===== src/rtl/ubmap_pkg.sv =====
// Package: ubmap_pkg
// Shared sizes and constants for the bus address map.
// Assumes a 16-bit register data path and byte-addressed registers.
package ubmap_pkg;
    localparam int REG_DW     = 16;   // register data width
    localparam int STORE_W    = 32;   // width of the merge view of an entry
    localparam int LANE_W     = 8;    // one byte lane
    localparam int REG_SUB_W  = 2;    // byte address bits within an entry
endpackage


===== src/rtl/ubmap_entry_file.sv =====
// Module: ubmap_entry_file
// Holds the page relocation entries. Merges byte or word writes into a
// 32-bit view of the addressed entry, then masks the result to PHYS_AW bits
// with bit 0 cleared.
// Assumes wr_en is already qualified by presence and the write strobe.
module ubmap_entry_file
    import ubmap_pkg::*;
#(
    parameter int NUM_PAGES = 32,
    parameter int PHYS_AW   = 22,
    localparam int PN_W     = $clog2(NUM_PAGES),
    localparam int REG_AW   = PN_W + REG_SUB_W
) (
    input  logic               clk,
    input  logic               rst_n,
    input  logic               wr_en,
    input  logic               wr_byte,
    input  logic [REG_AW-1:0]  wr_addr,
    input  logic [REG_DW-1:0]  wr_data,
    output logic [PHYS_AW-1:0] entries [NUM_PAGES]
);
    localparam logic [STORE_W-1:0] KEEP_MASK =
        STORE_W'(((64'd1 << PHYS_AW) - 64'd1) & ~64'd1);

    logic [PN_W-1:0]    wr_pn;
    logic [1:0]         wr_lane;
    logic [STORE_W-1:0] old_view;
    logic [STORE_W-1:0] merged;
    logic [STORE_W-1:0] masked;

    assign wr_pn   = wr_addr[REG_AW-1:REG_SUB_W];
    assign wr_lane = wr_addr[1:0];

    // Merge the write data into the selected lane or half of the old entry.
    always_comb begin
        old_view = STORE_W'(entries[wr_pn]);
        merged   = old_view;
        if (wr_byte) begin
            merged[{3'(wr_lane), 3'd0} +: LANE_W] = wr_data[LANE_W-1:0];
        end else if (wr_lane[1]) begin
            merged[STORE_W-1:REG_DW] = wr_data;
        end else begin
            merged[REG_DW-1:0] = wr_data;
        end
        masked = merged & KEEP_MASK;
    end

    // Clear the table on reset; store the masked entry on a write.
    always_ff @(posedge clk) begin
        if (!rst_n) begin
            for (int i = 0; i < NUM_PAGES; i++) begin
                entries[i] <= '0;
            end
        end else if (wr_en) begin
            entries[wr_pn] <= masked[PHYS_AW-1:0];
        end
    end

    // a low word write lands with bit 0 cleared.
    a_r2_low_word: assert property (@(posedge clk) disable iff (!rst_n)
        (wr_en && !wr_byte && !wr_lane[1]) |=>
        (entries[$past(wr_pn)][15:0] == ($past(wr_data) & 16'hFFFE)));

    // no write ever leaves bit 0 set.
    a_r2_bit0_clear: assert property (@(posedge clk) disable iff (!rst_n)
        wr_en |=> (entries[$past(wr_pn)][0] == 1'b0));
endmodule


===== src/rtl/ubmap_reg_read.sv =====
// Module: ubmap_reg_read
// Combinational read mux for the register window. The even register gives
// the low 16 bits with bit 0 cleared. The odd register gives the upper bits,
// zero-extended. Reads 0 when the map is absent.
module ubmap_reg_read
    import ubmap_pkg::*;
#(
    parameter int NUM_PAGES = 32,
    parameter int PHYS_AW   = 22,
    localparam int PN_W     = $clog2(NUM_PAGES),
    localparam int REG_AW   = PN_W + REG_SUB_W,
    localparam int HI_W     = PHYS_AW - REG_DW
) (
    input  logic [PHYS_AW-1:0] entries [NUM_PAGES],
    input  logic               present,
    input  logic [REG_AW-1:0]  rd_addr,
    output logic [REG_DW-1:0]  rd_data
);
    logic [PHYS_AW-1:0] sel_entry;

    assign sel_entry = entries[rd_addr[REG_AW-1:REG_SUB_W]];

    // Pick the half addressed by rd_addr[1], or 0 when absent.
    always_comb begin
        if (!present) begin
            rd_data = '0;
        end else if (rd_addr[1]) begin
            rd_data = {{(REG_DW-HI_W){1'b0}}, sel_entry[PHYS_AW-1:REG_DW]};
        end else begin
            rd_data = {sel_entry[REG_DW-1:1], 1'b0};
        end
    end
endmodule


===== src/rtl/ubmap_xlate.sv =====
// Module: ubmap_xlate
// Combinational bus to physical address translation. The top page goes to
// the fixed I/O page base. The valid flag compares against the memory size.
// Assumes BUS_AW - OFF_W equals the page-number width.
module ubmap_xlate #(
    parameter int NUM_PAGES = 32,
    parameter int PHYS_AW   = 22,
    parameter int BUS_AW    = 18,
    parameter int OFF_W     = 13,
    parameter logic [PHYS_AW-1:0] IO_BASE = 22'h3FE000,
    parameter int MEM_BYTES = 2097152,
    localparam int PN_W     = $clog2(NUM_PAGES)
) (
    input  logic [PHYS_AW-1:0] entries [NUM_PAGES],
    input  logic               enable,
    input  logic [BUS_AW-1:0]  bus_addr,
    output logic [PHYS_AW-1:0] phys_addr,
    output logic               phys_valid
);
    localparam logic [PHYS_AW:0] MEM_LIM = (PHYS_AW+1)'(MEM_BYTES);

    logic [PN_W-1:0]    pn;
    logic [PHYS_AW-1:0] off_ext;
    logic [PHYS_AW-1:0] base;

    assign pn      = bus_addr[BUS_AW-1:OFF_W];
    assign off_ext = PHYS_AW'(bus_addr[OFF_W-1:0]);

    // Choose the page base: the fixed I/O page for the top page, else the table.
    always_comb begin
        if (pn == PN_W'(NUM_PAGES - 1)) begin
            base = IO_BASE;
        end else begin
            base = entries[pn];
        end
    end

    // Relocate when enabled, else pass the bus address through.
    always_comb begin
        if (enable) begin
            phys_addr = base + off_ext;
        end else begin
            phys_addr = PHYS_AW'(bus_addr);
        end
    end

    // Flag addresses that fall inside installed memory.
    assign phys_valid = ({1'b0, phys_addr} < MEM_LIM);
endmodule


===== src/rtl/ubmap_top.sv =====
// Module: ubmap_top
// Bus address map: register window for the CPU plus a combinational
// translation port for DMA. Refuses register access when the map is absent.
// Assumes one register access per cycle with reg_sel as its strobe.
module ubmap_top
    import ubmap_pkg::*;
#(
    parameter int NUM_PAGES = 32,
    parameter int PHYS_AW   = 22,
    parameter int BUS_AW    = 18,
    parameter int OFF_W     = 13,
    parameter logic [PHYS_AW-1:0] IO_BASE = 22'h3FE000,
    parameter int MEM_BYTES = 2097152,
    localparam int PN_W     = $clog2(NUM_PAGES),
    localparam int REG_AW   = PN_W + REG_SUB_W,
    localparam int HI_W     = PHYS_AW - REG_DW
) (
    input  logic               clk,
    input  logic               rst_n,
    input  logic               map_present,
    input  logic               map_enable,
    input  logic               reg_sel,
    input  logic               reg_wr,
    input  logic               reg_byte,
    input  logic [REG_AW-1:0]  reg_addr,
    input  logic [REG_DW-1:0]  reg_wdata,
    output logic [REG_DW-1:0]  reg_rdata,
    output logic               reg_nxm,
    input  logic [BUS_AW-1:0]  bus_addr,
    output logic [PHYS_AW-1:0] phys_addr,
    output logic               phys_valid
);
    logic [PHYS_AW-1:0] entries [NUM_PAGES];
    logic               wr_en;
    logic [PHYS_AW-1:0] addr_entry;

    // Qualify writes by presence; refused accesses flag non-existent memory.
    assign wr_en      = reg_sel && reg_wr && map_present;
    assign reg_nxm    = reg_sel && !map_present;
    assign addr_entry = entries[reg_addr[REG_AW-1:REG_SUB_W]];

    ubmap_entry_file #(.NUM_PAGES(NUM_PAGES), .PHYS_AW(PHYS_AW)) i_entries (
        .clk     (clk),
        .rst_n   (rst_n),
        .wr_en   (wr_en),
        .wr_byte (reg_byte),
        .wr_addr (reg_addr),
        .wr_data (reg_wdata),
        .entries (entries)
    );

    ubmap_reg_read #(.NUM_PAGES(NUM_PAGES), .PHYS_AW(PHYS_AW)) i_read (
        .entries (entries),
        .present (map_present),
        .rd_addr (reg_addr),
        .rd_data (reg_rdata)
    );

    ubmap_xlate #(
        .NUM_PAGES (NUM_PAGES),
        .PHYS_AW   (PHYS_AW),
        .BUS_AW    (BUS_AW),
        .OFF_W     (OFF_W),
        .IO_BASE   (IO_BASE),
        .MEM_BYTES (MEM_BYTES)
    ) i_xlate (
        .entries    (entries),
        .enable     (map_enable),
        .bus_addr   (bus_addr),
        .phys_addr  (phys_addr),
        .phys_valid (phys_valid)
    );

    // a refused write leaves the addressed entry untouched.
    a_r6_absent_no_write: assert property (@(posedge clk) disable iff (!rst_n)
        (reg_sel && reg_wr && !map_present) |=>
        (entries[$past(reg_addr[REG_AW-1:REG_SUB_W])] == $past(addr_entry)));

    // odd register reads carry nothing above the upper field.
    a_r3_high_read: assert property (@(posedge clk) disable iff (!rst_n)
        (map_present && reg_addr[1]) |-> (reg_rdata[REG_DW-1:HI_W] == '0));

    // the top bus page always lands in the I/O page.
    a_r8_io_page: assert property (@(posedge clk) disable iff (!rst_n)
        (map_enable && (bus_addr[BUS_AW-1:OFF_W] == PN_W'(NUM_PAGES - 1))) |->
        (phys_addr[PHYS_AW-1:OFF_W] == IO_BASE[PHYS_AW-1:OFF_W]));

    // with translation off the upper physical bits are zero.
    a_r9_passthru: assert property (@(posedge clk) disable iff (!rst_n)
        !map_enable |-> ((phys_addr[PHYS_AW-1:BUS_AW] == '0) &&
                         (phys_addr[BUS_AW-1:0] == bus_addr)));
endmodule


===== config.mk =====
export PLATFORM = sky130hd
export DESIGN_NAME = ubmap_top
export DESIGN_NICKNAME = d
export VERILOG_FILES = /design/src/rtl/ubmap_pkg.sv /design/src/rtl/ubmap_entry_file.sv /design/src/rtl/ubmap_reg_read.sv /design/src/rtl/ubmap_xlate.sv /design/src/rtl/ubmap_top.sv
export SDC_FILE = /design/constraint.sdc
export NUM_CORES = 2
export LEC_CHECK = 0
export ABC_AREA = 1
export BUFFER_PORTS_ARGS = -buffer_cell sky130_fd_sc_hd__buf_2
export CORE_ASPECT_RATIO = 0.7
export CORE_UTILIZATION = 40
export DETAILED_ROUTE_END_ITERATION = 8
export GPL_ROUTABILITY_DRIVEN = 0
export MAX_ROUTING_LAYER = met4
export PLACE_DENSITY_LB_ADDON = 0.08
export SLEW_MARGIN = 10
export SYNTH_ARGS = -nofsm -noshare
export SYNTH_HDL_FRONTEND = slang
export SYNTH_SLANG_ARGS = --single-unit

===== constraint.sdc =====
create_clock -name clk -period 5.9 [get_ports clk]
set_input_delay 0 -clock clk [delete_from_list [all_inputs] [get_ports clk]]
set_output_delay 0 -clock clk [all_outputs]
set_load 0.02 [all_outputs]

==> out/results.tsv <==
stage	metric	value	unit
status	status	complete, but fails checks	
status	violations	design-rule violations	
worst_setup_path	critPathLaunchType	input pin	
clock_tree	cts_setup_buffers	0	
grt	grt_first_pass_wirelength	237000	um
sta	finalCritPeriodShare	80.3	%
clock_tree	cts_root_buffer	clkbuf_16	
clock_tree	clk_latency	0.65	ns
worst_setup_path	cp.required	5.90	ns
sta	tns	0	ns
route	route.vias.total	37500	
worst_setup_path	path_max_fanout	126	
clock_tree	cts_tree	done	
power_and_ir_drop	p_per_area	276	mW/mm2
cells_and_area	post-route-util	44.5	%
placement	dpl_cell_area	0.0360	mm2
synthesis	synth_nets	5163	
grt	track_usage	36.7	%
synthesis	yosys.area.top_type	dfxtp_1	
cells_and_area	largest_register	i_entries.entries	
min_path	hp-class	in2out	
sta	hold_viol	0	
sta	clock_skew	0.0274	ns
synthesis	ys_types	40	
job	maxCapViolations	0	
synthesis	synth_top_cell_area_share	38.5	%
synthesis	ys.flop_type	dfxtp_1	
floorplan	ios	88	
cells_and_area	nets	4932	
cells_and_area	reg.largest.list	i_entries.entries x672	
worst_setup_path	r2r_slack	3.35	ns
sta	relSlewSlack	18.8	%
grt	grt_max_degree	237	
synthesis	syn_inst	5098	
placement	place_ws	1.34	ns
floorplan	rows	90	
power_and_ir_drop	peakVddDrop	0.206	mV
power_and_ir_drop	total_power	10.6	mW
synthesis	synth-edff-count	0	
cells_and_area	layout-drive-gt1-share	8.43	%
power_and_ir_drop	p_leak	15.5	nW
clock_tree	cts.sinks	672	
worst_setup_path	r2r_start	i_entries.entries[433]	
sta	period_needed	4.74	ns
sta	fmax	211	MHz
floorplan	coreArea	0.0864	mm2
cells_and_area	largest_reg_flops	672	
route	drc_errors	4	
route	routed_wl	163000	um
synthesis	ys_warn_count	0	
synthesis	netlist_top_cells_count	nand2_1, o21ai_0, a21oi_1	
worst_setup_path	cp-startpoint	bus_addr[13]	
sta	final.setup.worst_slack	1.16	ns
floorplan	die-area	0.0885	mm2
sta	drv_slew	0	
synthesis	netlist_area	0.0349	mm2
clock_tree	cts_max_path_buffers	3	
grt	grt-ovfl-total	0	
synthesis	syn_avg_cell_area	6.85	um2
placement	dp_hpwl	95100	um
grt	antenna_found_initial	1	
synthesis	ys_seq_elements	672	
synthesis	synth.most_common_cell	nand2_1	
route	drt_iter0_drc	5596	
floorplan	die_x	355	um
cells_and_area	area_growth	9.91	%
worst_setup_path	crit_path_end_kind	output pin	
sta	worst_slew_pin_slew	1.22	ns
clock_tree	htreeDepth	3	
worst_setup_path	crit_type	in2out	
placement	port_buffers	85	
route	via_per_inst	6.17	
floorplan	start_util	40.4	%
floorplan	die_y	249	um
route	wl_per_cell	26.8	um
route	ant_nets	0	
worst_setup_path	crit_arrival	4.74	ns
sta	setup_viol	0	
sta	rsz0062_at_grt	false	
cells_and_area	num-fill-cells	8811	
route	firstDrtPassIters	8	
cells_and_area	fin_area	0.0384	mm2
clock_tree	numCtsBuffers	71	
synthesis	synthArstFlopShare	0	%
synthesis	yosysSeqAreaShare	38.5	%
synthesis	yosys-top-cells-area	dfxtp_1, o21ai_0, a21oi_1, nand2_1, a22oi_1	
grt	grt_pass1_vias	33000	
min_path	min-delay-start	bus_addr[0]	
## worst max-delay path, stage by stage
cell and delay, ns:
buf_8 0.21, inv_8 0.63, buf_12 0.38, o21ai_0 0.14, o221ai_1 0.17, o211ai_1 0.12, nand3_1 0.11, o21ai_1 0.06
a31oi_1 0.56, ha_1 0.33, nand2_1 0.10, nor2_1 0.15, nand2_1 0.06, o21ai_0 0.54, nand3_1 0.25, nor2_1 0.25
nand2_1 0.08, nand2_1 0.08, inv_1 0.04, nor2_1 0.08, buf_2 0.16
## area by class of cell
cell class	instances	area [um2]	share of cell area, %
diodes	2	5.00	0.0130
inverters	158	608	1.58
repair buffers	196	1470	3.82
flip-flops and latches	672	13500	35.0
well taps	1150	1440	3.75
multi-input cells	3768	19000	49.5
clock buffers	101	2090	5.45
clock inverters	26	310	0.808
## cell usage in the layout, fill, tap and decap left out, types with 7 or more instances in the layout
cell type,synthesis,layout
ha_1,16,16
o211ai_1,20,20
nor2_4,2,36
inv_1,151,150
buf_4,42,97
o221ai_1,22,22
a21oi_1,732,732
o21ai_0,956,956
o21ai_4,0,7
buf_12,0,14
nor2_1,394,361
o21ai_2,18,11
nand3_1,121,121
o22ai_1,67,67
a31oi_1,8,8
nor3_2,0,8
clkbuf_1,308,13
nand2_1,971,971
a22oi_1,336,336
dfxtp_1,672,672
a22o_1,7,7
clkbuf_16,0,74
a21oi_2,30,30
buf_2,141,81
clkbuf_8,0,14
nor3_1,23,15
clkinv_2,0,13
## worst paths after layout
path | endpoint | cells after the start
setup reg to reg | i_entries.entries[367] | 10
setup / recovery | phys_addr[21] | 21
hold reg to reg | i_entries.entries[439] | 2
hold / removal | phys_addr[0] | 0
## cells by family (layout without fill, tap and decap cells)
family | count (synthesis) | in the layout | share of synthesized area, %
XOR/XNOR | 9 | 9 | 0.226
other | 0 | 2 | 0
buffers and inverters | 658 | 481 | 8.03
flip-flops | 672 | 672 | 38.5
adder cells (fa/ha/maj) | 17 | 17 | 0.630
AND/OR/NAND/NOR | 1524 | 1524 | 17.0
AO/OA/AOI/OAI | 2218 | 2218 | 35.6
## timing repair
| action | 4_1_cts | 5_1_grt |
|---|---|---|
| gates resized for setup | 0 | 0 |
| hold endpoints to repair | 136 | 0 |
| hold buffers | 1 | 0 |
## per-layer routing
metal	vias up	part of all wire (%)	GRT usage [%]	wire, um
met2	2330	41	51.0	66300
met4	0	4.0	13.0	6560
li1	17200	-	-	-
met3	370	11	6.95	18000
met5	-	0	-	0
met1	17500	44	52.4	71900
## report_power, final
group | internal [mW] | switching [mW]
Clock | 2.74 | 2.06
Sequential | 4.55 | 0.0143
Combinational | 0.273 | 0.946
Total | 7.57 | 3.02
## per-stage QoR
| step | hold WS (ns) | instances |
|---|---|---|
| finish | 0.0000359 | 6073 |
| global route | 0.000117 | 6073 |
| CTS | 0.000137 | 6071 |
| detailed placement | 0.000137 | 5943 |
| global placement | 0.000137 | 5943 |
| floorplan | 0.0798 | 5098 |
No activity file was read; power rests on OpenSTA's default activity.
